$ cat config.mk
export PLATFORM = sky130hd
export DESIGN_NAME = bshift
export DESIGN_NICKNAME = d
export VERILOG_FILES = /design/src/rtl/bshift_pkg.sv /design/src/rtl/bshift_extend.sv /design/src/rtl/bshift_offset.sv /design/src/rtl/bshift_pick.sv /design/src/rtl/bshift.sv
export SDC_FILE = /design/constraint.sdc
export NUM_CORES = 1
export LEC_CHECK = 0
export BUFFER_PORTS_ARGS = -buffer_cell sky130_fd_sc_hd__clkbuf_2
export CORE_ASPECT_RATIO = 1.25
export CORE_MARGIN = 1
export CORE_UTILIZATION = 60
export DETAILED_ROUTE_END_ITERATION = 16
export GPL_ROUTABILITY_DRIVEN = 1
export PLACE_DENSITY = 0.87
export SLEW_MARGIN = 20
export SYNTH_ARGS = -nofsm -noshare
export SYNTH_HDL_FRONTEND = slang
export SYNTH_SLANG_ARGS = --single-unit
$ cat constraint.sdc
create_clock -name vclk -period 9.1
set_input_delay 0.455 -clock vclk [all_inputs]
set_output_delay 0.455 -clock vclk [all_outputs]
set_load 0.01 [all_outputs]
$ cat src/rtl/bshift_pkg.sv
package bshift_pkg;
  typedef enum logic [2:0] {
    SH_LSL = 3'd0,
    SH_LSR = 3'd1,
    SH_ASL = 3'd2,
    SH_ASR = 3'd3,
    SH_BI  = 3'd4,
    SH_BIX = 3'd5
  } shift_op_e;

  function automatic int max_int(input int x, input int y);
    return (x > y) ? x : y;
  endfunction
endpackage

$ cat src/rtl/bshift_extend.sv
module bshift_extend #(
  parameter int AW = 8,
  parameter int EW = 8
) (
  input  logic [AW-1:0] a,
  input  logic          a_signed,
  output logic [EW-1:0] ext
);
  generate
    if (EW > AW) begin : g_widen
      logic top;
      assign top = a_signed & a[AW-1];
      assign ext = {{(EW-AW){top}}, a};
    end else begin : g_same
      assign ext = a;
    end
  endgenerate
endmodule

$ cat src/rtl/bshift_offset.sv
module bshift_offset #(
  parameter int BW = 4
) (
  input  logic [BW-1:0]      amt,
  input  logic               amt_signed,
  input  logic               go_left,
  output logic signed [BW:0] offset
);
  logic signed [BW:0] mag;
  assign mag    = {amt_signed & amt[BW-1], amt};
  assign offset = go_left ? -mag : mag;
endmodule

$ cat src/rtl/bshift_pick.sv
module bshift_pick #(
  parameter int EW  = 8,
  parameter int PW  = 8,
  parameter int IXW = 3
) (
  input  logic [EW-1:0]        data,
  input  logic signed [PW-1:0] pos,
  input  logic signed [PW-1:0] limit,
  input  logic                 lo_fill,
  input  logic                 hi_fill,
  output logic                 bit_out
);
  always_comb begin
    if (pos[PW-1])          bit_out = lo_fill;
    else if (pos >= limit)  bit_out = hi_fill;
    else                    bit_out = data[pos[IXW-1:0]];
  end
endmodule

$ cat src/rtl/bshift.sv
module bshift
  import bshift_pkg::*;
#(
  parameter int AW = 8,
  parameter int BW = 4,
  parameter int YW = 8
) (
  input  logic [AW-1:0] a,
  input  logic [BW-1:0] b,
  input  logic          a_signed,
  input  logic          b_signed,
  input  logic [2:0]    mode,
  input  logic          fill_bit,
  output logic [YW-1:0] y
);
  localparam int EW  = max_int(YW, AW);
  localparam int IXW = (EW > 1) ? $clog2(EW) : 1;
  localparam int PW  = max_int(BW + 1, IXW + 2) + 1;
  localparam logic signed [PW-1:0] LIM_RAW = PW'(AW);
  localparam logic signed [PW-1:0] LIM_EXT = PW'(EW);

  logic go_left, bidir, raw_op, mode_ok, msb_fill;
  logic lo_fill, hi_fill;
  logic [EW-1:0] ext, data;
  logic signed [BW:0] offset;
  logic signed [PW-1:0] limit;
  logic [YW-1:0] y_raw;

  assign go_left  = (mode == SH_LSL) || (mode == SH_ASL);
  assign bidir    = (mode == SH_BI)  || (mode == SH_BIX);
  assign raw_op   = (mode == SH_ASL) || (mode == SH_ASR) || (mode == SH_BIX);
  assign mode_ok  = (mode <= SH_BIX);
  assign msb_fill = a_signed & a[AW-1];

  always_comb begin
    lo_fill = 1'b0;
    hi_fill = 1'b0;
    if (mode == SH_BIX) begin
      lo_fill = fill_bit;
      hi_fill = fill_bit;
    end else if ((mode == SH_ASL) || (mode == SH_ASR)) begin
      hi_fill = msb_fill;
    end
  end

  bshift_extend #(.AW(AW), .EW(EW)) u_ext (
    .a(a), .a_signed(a_signed), .ext(ext)
  );

  bshift_offset #(.BW(BW)) u_off (
    .amt(b), .amt_signed(b_signed & bidir), .go_left(go_left), .offset(offset)
  );

  assign data  = raw_op ? EW'(a) : ext;
  assign limit = raw_op ? LIM_RAW : LIM_EXT;

  generate
    for (genvar i = 0; i < YW; i++) begin : g_lane
      logic signed [PW-1:0] pos;
      assign pos = $signed(PW'(i)) + PW'(offset);
      bshift_pick #(.EW(EW), .PW(PW), .IXW(IXW)) u_pick (
        .data(data), .pos(pos), .limit(limit),
        .lo_fill(lo_fill), .hi_fill(hi_fill), .bit_out(y_raw[i])
      );
    end
  endgenerate

  assign y = mode_ok ? y_raw : '0;
endmodule

---- After elaboration in Yosys (flattened, before gate mapping) ----
Cells that the tools add are included.
storage, ports and cells
  register bits after elaboration ......... 0
  output and inout port bits .............. 8
  word-level logic and storage cells ...... 73
cells by class
  add/subtract/negate cells ............... 8
  $lt $le $gt $ge ......................... 17
  eq/ne operators ......................... 4
  muxes and demuxes ....................... 37
  bitwise operators ....................... 3
  reductions and logical operators ........ 4
operators with widths
  cell                   count
  $ge A6 B5 Y1 const B   7
  $lt A3 B4 Y1 const B   8
  $mux W1                27
  $add A4 B5 Y6 const A  4
  $bmux W1 S3            8
  $add A3 B5 Y6 const A  2
  $mux W8                1
  $add A2 B5 Y6 const A  1
  $eq A3 B2 Y1 const B   2
  $eq A3 B3 Y1 const B   2
  $ge A5 B5 Y1 const B   1
  $mux W5                1
  $neg A5 Y5             1
  $and A1 B1 Y1          3
  $le A3 B3 Y1 const B   1
  $logic_not A3 Y1       1
  $logic_or A1 B1 Y1     3

---- Longest topological paths before layout ----
Gate-level depths: netlist of the first run.
  word-level depth ........................ 12
  gate-level depth with buffers ........... 16
  gate-level depth less buffers ........... 12

---- Hierarchy ----
A second synthesis of the first run with hierarchy kept.
second synthesis, totals
  cell total of the unflattened synthesis .. 345
  area total of the unflattened synthesis .. 2697.6 µm²
modules (own cells, without submodules)
  module         times used  cells an instance  area each (µm²)  seq. area each (µm²)
  bshift_pick    8           30                 242.7            0.0
  bshift         1           83                 598.1            0.0
  bshift_offset  1           14                 97.6             0.0
  bshift_extend  1           8                  60.1             0.0

---- Least setup slack after synthesis of the first run ----
No wires, ideal clock.
  path kind ............................... input to output
  from .................................... input port b[0]
  to ...................................... output port y[5]
  data arrival time ....................... 3.431 ns
  required time ........................... 8.645 ns
  setup slack ............................. 5.214 ns
  stages on the path ...................... 16
  path buffers ............................ 5
  cells stage by stage .................... buf_6 inv_1 buf_2 ha_1 or3b_1 and2_1 buf_6 clkinv_4 buf_6 ha_1 clkbuf_1 xnor3_1 mux2i_1 or4_1 o211ai_2 o21bai_1
between the ends
  cells in the longest elaborated chain, start to end .. 8
  elaborated cells between the ends (all ways) .. 9
  classes of those cells .................. 2 x add/sub; 1 x order compare; 6 x mux
RTL lines
  what                                                                  RTL line             source
  start, declared                                                       bshift.sv:9          input logic [BW-1:0] b,
  $neg A5 Y5                                                            bshift_offset.sv:11  assign offset = go_left ? -mag : mag;
  $mux W5 *                                                             bshift_offset.sv:11
  $add A4 B5 Y6 *                                                       bshift.sv:60         assign pos = $signed(PW'(i)) + PW'(offset);
  parallel branches: the longest is 3 deep, another holds $ge A6 B5 Y1  --
  $mux W1 *                                                             bshift_pick.sv:14    if (pos[PW-1]) bit_out = lo_fill;
  $mux W8 *                                                             bshift.sv:68         assign y = mode_ok ? y_raw : '0;
  end, declared                                                         bshift.sv:14         output logic [YW-1:0] y
Every way passes the cells marked *. The select of a mux whose other input is x is not followed.

---- Worst setup path after layout of the first run ----
  from .................................... input port b[0]
  to ...................................... output port y[2]
between the ends
  cells in the longest elaborated chain, start to end .. 8
  elaborated cells between the ends (all ways) .. 9
  classes of those cells .................. 2 x add/sub; 1 x order compare; 6 x mux
RTL lines
  what                                                                  RTL line
  $neg A5 Y5                                                            bshift_offset.sv:11
  $mux W5 *                                                             bshift_offset.sv:11
  $add A3 B5 Y6 *                                                       bshift.sv:60
  parallel branches: the longest is 3 deep, another holds $ge A6 B5 Y1  --
  $mux W1 *                                                             bshift_pick.sv:14
  $mux W8 *                                                             bshift.sv:68
Marks and branches as above.

==> qor.csv, run 1 <==
stage,metric,value,unit
detailed_routing,Vias/cell,7.50,
setup_path,CP top delay family,buffers and inverters,
floorplan,Initial Utilization,63.5,%
finish,register area,0,sq um
global_route,first-pass GRT wire length,5730,um
finish,Layout area overhead,2.49,%
yosys,net count after synthesis,176,
yosys,post-synthesis sequential area ratio,0,%
detailed_routing,WL per Instance,18.9,um
run,max_cap viols,0,
setup_path,"Max FO, Critical Path",13,
setup_path,worst setup path class,in -> out,
yosys,Post-Syn Area,1260,sq um
finish,multi-input gate area in the final layout,1100,sq um
yosys,YS warnings,0,
setup_path,type of origin of the critical path,primary input,
place,GPL Wtd Cong,1.09,
detailed_routing,total number of vias,1388,
finish,layout filler cell count,170,
sta,Fin. Hold Viols,0,
global_route,largest net degree at the start of global routing,16,
setup_path,CP cell instances,clkbuf_2 > inv_1 > ha_1 > or4_4 > and2_4 > clkinv_2 > ha_1 > inv_1 > nand3_1 > a211oi_1 > a31oi_1 > a221oi_1 > a311oi_1 > clkbuf_2,
setup_path,highest cell delay on the worst timing path,0.54,ns
finish,Seq cells,0,
yosys,Synth Area in Compound Gates,32.9,%
min_path,worst hold-check path type,in -> out,
sta,period utilization,49.0,%
setup_path,CP required,8.65,ns
clock_tree,post-cts sizing count,0,
yosys,XOR/XNOR share of the synthesized area,6.66,%
finish,ant diodes,0,
sta,"Slew Viols, Final",0,
yosys,Syn Area/Cell,8.23,sq um
global_route,vias in the first global route,1208,
yosys,Synth cell types,60,
floorplan,row cnt,18,
place,PortBufs,26,
setup_path,Arrival @ worst endpoint,4.01,ns
yosys,main combinational cell family by area after synthesis,compound AO/OA/AOI/OAI gates,
detailed_routing,Routed Antenna Nets,0,
finish,layout cells sized above 1,30.9,%
sta,relative slew slack,54.1,%
setup_path,Critical Path End Type,output pin,
pwr,Peak VDD IR,0.0366,mV
yosys,Synth Area in Simple Gates,21.3,%
detailed_routing,DRC,0,
pwr,Final Power,98.4,uW
sta,fmax,224,MHz
sta,final setup TNS,0,ns
floorplan,Die Span X,43.0,um
floorplan,IO Count,26,
yosys,Synth Area in Adders,4.97,%
outcome,status,"complete, no violations",
sta,RSZ-0062 raised after global routing,false,
global_route,initial antenna violation count,0,
sta,worst-margin pin slew,0.686,ns
global_route,GR Util All Layers,32.1,%
detailed_routing,drt initial violations,127,
floorplan,DIE AREA,2290,sq um
pwr,Power per Cell Area,76.3,nW/um^2
floorplan,Placeable Area,1980,sq um
sta,crit path time final,4.46,ns
place,post-DP HPWL,2760,um
yosys,Cells after Synth,153,
finish,Final nets,190,
clock_tree,Setup Buffers After CTS,0,
global_route,grt ovf,0,
clock_tree,hold buffer count at CTS,0,
pwr,leakage,0.507,nW
floorplan,Die H,53.2,um
sta,final setup fails,0,
detailed_routing,drt pass-1 iters,5,
setup_path,Buf/Inv on CP,5,
setup_path,Crit-path slowest cell,or4_4,
yosys,mux cell area share after synthesis,21.9,%
detailed_routing,final WL,3490,um
finish,clock buf count,0,
## report_power, final
| part | total (mW) | internal [mW] | switching [mW] |
|---|---|---|---|
| combinational | 0.0984 | 0.0423 | 0.0562 |
| sequential | 0 | 0 | 0 |
| clock | 0 | 0 | 0 |
| total | 0.0984 | 0.0423 | 0.0562 |
## path summary, 6_finish.rpt
kind	cells after the start	endpoint	startpoint
worst min-delay path	4	y[6]	mode[1]
worst max-delay path	14	y[2]	b[0]
## per-layer routing
metal | track usage (%) | vias to the layer above | wire, um
li1 | - | 640 | -
met1 | 41.5 | 638 | 1300
met2 | 58.1 | 96 | 1770
met3 | 2.39 | 14 | 321
met4 | 6.57 | 0 | 95
met5 | 0 | - | 0
## metrics by stage
stage	std cells	setup WS, ns	utilization, %	instance area, sq um	hold slack (ns)
floorplan	153	5.21	-	1260	1.11
global placement	185	4.80	65.1	1290	1.43
detailed placement	185	4.77	65.1	1290	1.45
CTS	185	4.78	65.1	1290	1.45
global route	185	4.39	65.1	1290	1.47
finish	185	4.64	65.1	1290	1.45
## synth_stat cells, types with 3 or more instances
master    number  area, sq um
mux2_2         4         45.0
o211ai_1       4         30.0
buf_6          6         67.6
a31oi_1        5         31.3
nand2_1        9         33.8
o31ai_1        3         22.5
o21ai_0        8         40.0
buf_2          3         15.0
nor2_1         4         15.0
inv_1          3         11.3
a21oi_1       11         55.1
mux4_2         8          180
xnor2_1        7         61.3
o21ai_1        4         20.0
ha_1           5         62.6
mux2i_1        5         50.1
nand4_1        3         18.8
nand3_1        7         35.0
## cell type report
cell class                 count  area share, %
multi-input combinational    133           85.5
timing repair buffer          26           10.1
tap                           20           1.94
inverter                       6           2.42
## tightest hold or removal path, cell delays in order
cell and delay [ns]:
clkbuf_2 0.18, or4_1 0.14, o211ai_1 0.09, clkbuf_2 0.14
## logic make-up (layout without fill, tap and decap cells)
family,Yosys count,after routing
buffers and inverters,20,32
muxes,17,17
AOI/OAI and AO/OA,58,58
adders and majority gates,5,5
and+or+nand+nor,45,45
xor gates and xnor gates,8,8
## layout by cell type (no fill, tap or decap), drive strengths merged, types with 3 or more instances in the layout
master	instances
clkbuf	26
o21ai	13
a21oi	11
nand2	9
mux4	8
nand3	8
xnor2	7
o211ai	6
mux2i	5
a31oi	5
ha	5
mux2	4
nor2	4
inv	4
o31ai	3
nand4	3
nor3	3
or4	3
a211oi	3
or2	3
No activity file was read; power rests on OpenSTA's default activity.
==> run 2, diff against run 1 <==
--- a/config.mk
+++ b/config.mk
@@ -8,10 +8,10 @@
 export BUFFER_PORTS_ARGS = -buffer_cell sky130_fd_sc_hd__clkbuf_2
 export CORE_ASPECT_RATIO = 1.25
 export CORE_MARGIN = 1
-export CORE_UTILIZATION = 60
+export CORE_UTILIZATION = 53
 export DETAILED_ROUTE_END_ITERATION = 16
 export GPL_ROUTABILITY_DRIVEN = 1
-export PLACE_DENSITY = 0.87
+export PLACE_DENSITY = 0.82
 export SLEW_MARGIN = 20
 export SYNTH_ARGS = -nofsm -noshare
 export SYNTH_HDL_FRONTEND = slang
==> constraint.sdc (replaced) <==
create_clock -name vclk -period 3.67
set_input_delay 0.1835 -clock vclk [all_inputs]
set_output_delay 0.1835 -clock vclk [all_outputs]
set_load 0.01 [all_outputs]
==> run 2 against run 1 <==
  * First-iteration DRC count decreased by 57%
  * Routed wire length decreased by 0.69%
  * Total power increased to 2.5 times the previous value
  * Combinational power increased to 2.5 times the previous value
  * Final cell count increased by 8.1%
  * Via count decreased by 0.79%
  * Critical endpoint is now y[5]
  * Highest routed layer unchanged
==> qor.csv, run 2 (same netlist as run 1, synthesis figures left out) <==
stage,metric,value,unit
global_route,grt ovf,0,
floorplan,Die Span X,45.6,um
pwr,Power per Cell Area,185,nW/um^2
global_route,initial antenna violation count,0,
sta,RSZ-0062 raised after global routing,false,
place,GPL Wtd Cong,0.992,
sta,final setup TNS,0,ns
pwr,leakage,0.527,nW
detailed_routing,final WL,3470,um
clock_tree,post-cts sizing count,0,
finish,clock buf count,0,
detailed_routing,Vias/cell,6.89,
global_route,first-pass GRT wire length,5710,um
setup_path,worst setup path class,in -> out,
setup_path,Critical Path End Type,output pin,
finish,Layout area overhead,5.96,%
outcome,status,"complete, no violations",
finish,most frequent cells in the layout,"26 x clkbuf_2, 11 x a21oi_1, 9 x nand2_1, 8 x o21ai_0, 8 x mux4_2",
floorplan,DIE AREA,2580,sq um
sta,relative slew slack,57.3,%
setup_path,"Max FO, Critical Path",12,
sta,final setup fails,0,
floorplan,IO Count,26,
clock_tree,Setup Buffers After CTS,0,
finish,layout filler cell count,218,
detailed_routing,DRC,0,
global_route,GR Util All Layers,29.2,%
sta,fmax,318,MHz
finish,register area,0,sq um
setup_path,CP required,3.49,ns
setup_path,Arrival @ worst endpoint,2.97,ns
sta,period utilization,85.8,%
sta,worst-margin pin slew,0.638,ns
clock_tree,hold buffer count at CTS,0,
finish,ant diodes,0,
place,PortBufs,26,
global_route,largest net degree at the start of global routing,16,
pwr,Peak VDD IR,0.114,mV
floorplan,Initial Utilization,56.9,%
finish,"most common cell after layout, fill and taps aside",clkbuf_2,
sta,"Slew Viols, Final",0,
finish,Final nets,194,
floorplan,Placeable Area,2210,sq um
finish,final instance area,1330,sq um
sta,crit path time final,3.15,ns
setup_path,type of origin of the critical path,primary input,
detailed_routing,drt initial violations,54,
global_route,vias in the first global route,1229,
sta,Fin. Hold Viols,0,
finish,layout cells sized above 1,32.5,%
place,post-DP HPWL,2760,um
detailed_routing,drt pass-1 iters,5,
detailed_routing,WL per Instance,17.4,um
floorplan,Die H,56.5,um
min_path,Hold Path Cell Cnt,4,
detailed_routing,Routed Antenna Nets,0,
place,DP Area,1330,sq um
pwr,Final Power,246,uW
detailed_routing,total number of vias,1377,
min_path,Hold Startpoint,mode[1],
run,max_cap viols,0,
min_path,worst hold-check path type,in -> out,
finish,Seq cells,0,
min_path,"Endpoint, Worst Hold",y[6],
floorplan,row cnt,19,
==> run 2: power by group <==
| part | switching (mW) | internal (mW) |
|---|---|---|
| combinational | 0.138 | 0.109 |
| sequential | 0 | 0 |
| clock | 0 | 0 |
==> run 2: worst max path at each step <==
stage	from	endpoint	slack [ns]	depth (start not counted)
2_1_floorplan	b[0]	y[5]	0.33	16
3_3_place_gp	b[0]	y[7]	0.63	13
3_5_place_dp	b[1]	y[5]	0.53	13
4_1_cts	b[1]	y[5]	0.53	13
5_1_grt	b[0]	y[2]	0.32	14
6_report	b[1]	y[5]	0.52	13
==> run 2: worst max-delay path, stage by stage <==
cell and delay, ns:
clkbuf_2 0.11, inv_1 0.06, ha_1 0.27, or3b_1 0.39, and2_1 0.20, clkinv_4 0.11
ha_1 0.30, xnor3_1 0.40, mux2i_1 0.15, or4_1 0.44, o211ai_2 0.08, o21bai_1 0.12
clkbuf_2 0.15
==> run 2: cell type report <==
cell class / count / area, sq um / area share (%)
inverters: 6 / 31.3 / 2.35
well taps: 31 / 38.8 / 2.91
multi-input cells: 133 / 1100 / 82.7
repair buffers: 30 / 160 / 12.0
==> run 2: routing by layer <==
metal	GRT usage (%)	vias to the layer above	share of wire [%]
met5	0	-	0
met4	2.60	0	1.2
met3	0.965	10	5.9
met2	51.6	59	52
met1	39.5	658	41
li1	-	650	-
==> run 2: metrics by stage <==
step	worst slack [ns]	util, %	cells	hold WS, ns
after floorplan	0.327	-	153	0.567
after global routing	0.322	60.3	200	0.952
after CTS	0.526	60.3	200	0.912
after detailed placement	0.527	60.3	200	0.897
after global placement	0.628	60.3	200	0.890
final	0.521	60.3	200	0.912
==> run 3, diff against run 2 <==
--- a/config.mk
+++ b/config.mk
@@ -5,14 +5,16 @@
 export SDC_FILE = /design/constraint.sdc
 export NUM_CORES = 1
 export LEC_CHECK = 0
+export ABC_AREA = 0
 export BUFFER_PORTS_ARGS = -buffer_cell sky130_fd_sc_hd__clkbuf_2
 export CORE_ASPECT_RATIO = 1.25
 export CORE_MARGIN = 1
-export CORE_UTILIZATION = 53
+export CORE_UTILIZATION = 58
 export DETAILED_ROUTE_END_ITERATION = 16
 export GPL_ROUTABILITY_DRIVEN = 1
 export PLACE_DENSITY = 0.82
 export SLEW_MARGIN = 20
 export SYNTH_ARGS = -nofsm -noshare
 export SYNTH_HDL_FRONTEND = slang
+export SYNTH_HIERARCHICAL = 1
 export SYNTH_SLANG_ARGS = --single-unit
==> run 3 against run 2 <==
  * Non-clock buffer count up 3
  * Routed wire length grew 73%
  * Hold slack gained 0.21 ns
  * Final area is 130% higher
  * Global-route usage shrank 3.1 points
  * Synthesized area rose by 110%
  * Flip-flop and latch count unchanged
  * Combinational power is 140% higher
  * Synthesized cell count rose by 130%
  * Critical endpoint is now y[3]
==> qor.csv, run 3 <==
stage,metric,value,unit
setup_path,crit path launch,mode[2],
setup_path,Critical Path End Type,output pin,
clock_tree,Setup Buffers After CTS,0,
finish,Final nets,491,
yosys,Syn Area/Cell,7.82,sq um
finish,Seq cells,0,
place,GPL Wtd Cong,0.881,
pwr,Power per Cell Area,190,nW/um^2
finish,layout cells sized above 1,14.8,%
yosys,"top cells by area, synth","ha_1 27%, inv_1 8.3%, mux4_1 7.8%, mux2i_1 5.9%, mux2_2 5.8%",
detailed_routing,drt initial violations,60,
sta,period utilization,88.4,%
finish,layout filler cell count,362,
global_route,first-pass GRT wire length,10700,um
finish,Layout area overhead,14.0,%
detailed_routing,DR top layer,met4,
finish,ant diodes,0,
sta,"Slew Viols, Final",0,
floorplan,Initial Utilization,61.0,%
floorplan,DIE AREA,4930,sq um
min_path,worst hold-check path type,in -> out,
sta,hold_ws,1.12,ns
sta,crit path time final,3.24,ns
floorplan,IO Count,26,
global_route,largest net degree at the start of global routing,17,
setup_path,"Max FO, Critical Path",11,
floorplan,Placeable Area,4430,sq um
min_path,Hold Startpoint,fill_bit,
yosys,top cell type's share of synthesized area,26.9,%
outcome,status,"complete, no violations",
setup_path,Arrival @ worst endpoint,3.06,ns
sta,fmax,308,MHz
clock_tree,hold buffer count at CTS,0,
yosys,post-synth top area cell,ha_1,
pwr,leakage,1.61,nW
floorplan,Die Span X,63,um
detailed_routing,WL per Instance,12.7,um
sta,final setup fails,0,
yosys,YS warnings,6,
detailed_routing,total number of vias,2499,
place,post-DP HPWL,4900,um
finish,most frequent cells in the layout,"60 x inv_1, 58 x ha_1, 48 x conb_1, 26 x clkbuf_2, 25 x a21oi_1",
yosys,post-synthesis sequential area ratio,0,%
min_path,Hold Path Cell Cnt,7,
pwr,Peak VDD IR,0.104,mV
setup_path,CP required,3.49,ns
sta,Fin. Hold Viols,0,
yosys,Cells after Synth,345,
finish,"most common cell after layout, fill and taps aside",inv_1,
sta,final setup TNS,0,ns
global_route,grt ovf,0,
global_route,vias in the first global route,2437,
setup_path,type of origin of the critical path,primary input,
detailed_routing,drt pass-1 iters,4,
detailed_routing,final WL,6000,um
finish,Final Core Density,69.5,%
global_route,GR Util All Layers,26.1,%
detailed_routing,DR WL met2,3120,um
finish,clock buf count,0,
yosys,most common cell in the netlist,inv_1,
place,PortBufs,26,
pwr,Final Power,585,uW
finish,multi-input gate area in the final layout,2590,sq um
floorplan,Die H,78.3,um
place,DP Area,3050,sq um
yosys,Post-Syn Area,2700,sq um
sta,worst-margin pin slew,0.829,ns
detailed_routing,DRC,0,
yosys,Synth cell types,36,
detailed_routing,met3 wire len,109,um
finish,register area,0,sq um
yosys,most instantiated cells after synthesis,"60 x inv_1, 58 x ha_1, 25 x a21oi_1",
run,max_cap viols,0,
detailed_routing,Routed Antenna Nets,0,
detailed_routing,WL met1,2620,um
sta,relative slew slack,44.5,%
finish,final instance area,3070,sq um
floorplan,row cnt,27,
sta,RSZ-0062 raised after global routing,false,
setup_path,worst setup path class,in -> out,
detailed_routing,Vias/cell,5.31,
global_route,initial antenna violation count,0,
[run 3: cell types whose count changed after synthesis, sizes merged, moves of 11 or more]
cell   previous run  this run
mux2              4        16
inv               4        60
ha                5        58
a21oi            11        27
mux2i             5        16
nor2              4        18
[run 3: cell families after synthesis]
group | synth area share (%)
adder cells (fa/ha/maj) | 26.9
AND/OR/NAND/NOR | 20.4
other | 0.278
XOR/XNOR | 5.84
AO/OA/AOI/OAI | 14.8
buffers and inverters | 11.4
multiplexers | 20.4
[run 3: timing repair]
| item | CTS | global route |
|---|---|---|
| setup endpoints to repair | 0 | 3 |
| resized for setup | 0 | 5 |
| endpoints found under the hold margin | 0 | 0 |
[run 3: routing by layer]
layer,up-vias,global-route usage [%]
met2,31,50.6
met3,13,0.581
met1,1152,30.7
met5,-,0
li1,1303,-
met4,0,6.98
[run 3: per-stage QoR]
| stage | cells | worst slack (ns) |
|---|---|---|
| 2_1_floorplan | 391 | 0.230 |
| 3_3_place_gp | 471 | 0.305 |
| 3_5_place_dp | 471 | 0.252 |
| 4_1_cts | 471 | 0.210 |
| 5_1_grt | 471 | 0.0791 |
| 6_report | 471 | 0.425 |
[run 3: final timing paths]
| check | slack (ns) | endpoint |
|---|---|---|
| worst min-delay path | 1.12 | y[7] |
| worst max-delay path | 0.43 | y[3] |
[run 3: area by class of cell]
class	instances	area share (%)
Multi-Input combinational cell	319	84.2
Tap cell	58	2.36
Timing Repair Buffer	33	5.94
Inverter	61	7.45
[run 3: where the power goes]
group | internal, mW | switching, mW
Clock | 0 | 0
Sequential | 0 | 0
Combinational | 0.278 | 0.307
Total | 0.278 | 0.307
[run 3: worst max-delay path, stage by stage]
cell and delay [ns]:
clkbuf_2 0.16, nor2_2 0.24, nand2b_1 0.11, xnor2_1 0.18, buf_4 0.25, ha_1 0.35, nor2b_1 0.20, xnor2_1 0.10
ha_1 0.31, or3b_1 0.36, o211ai_2 0.09, mux2i_1 0.20, o21ai_1 0.06, and2_1 0.14, clkbuf_2 0.12
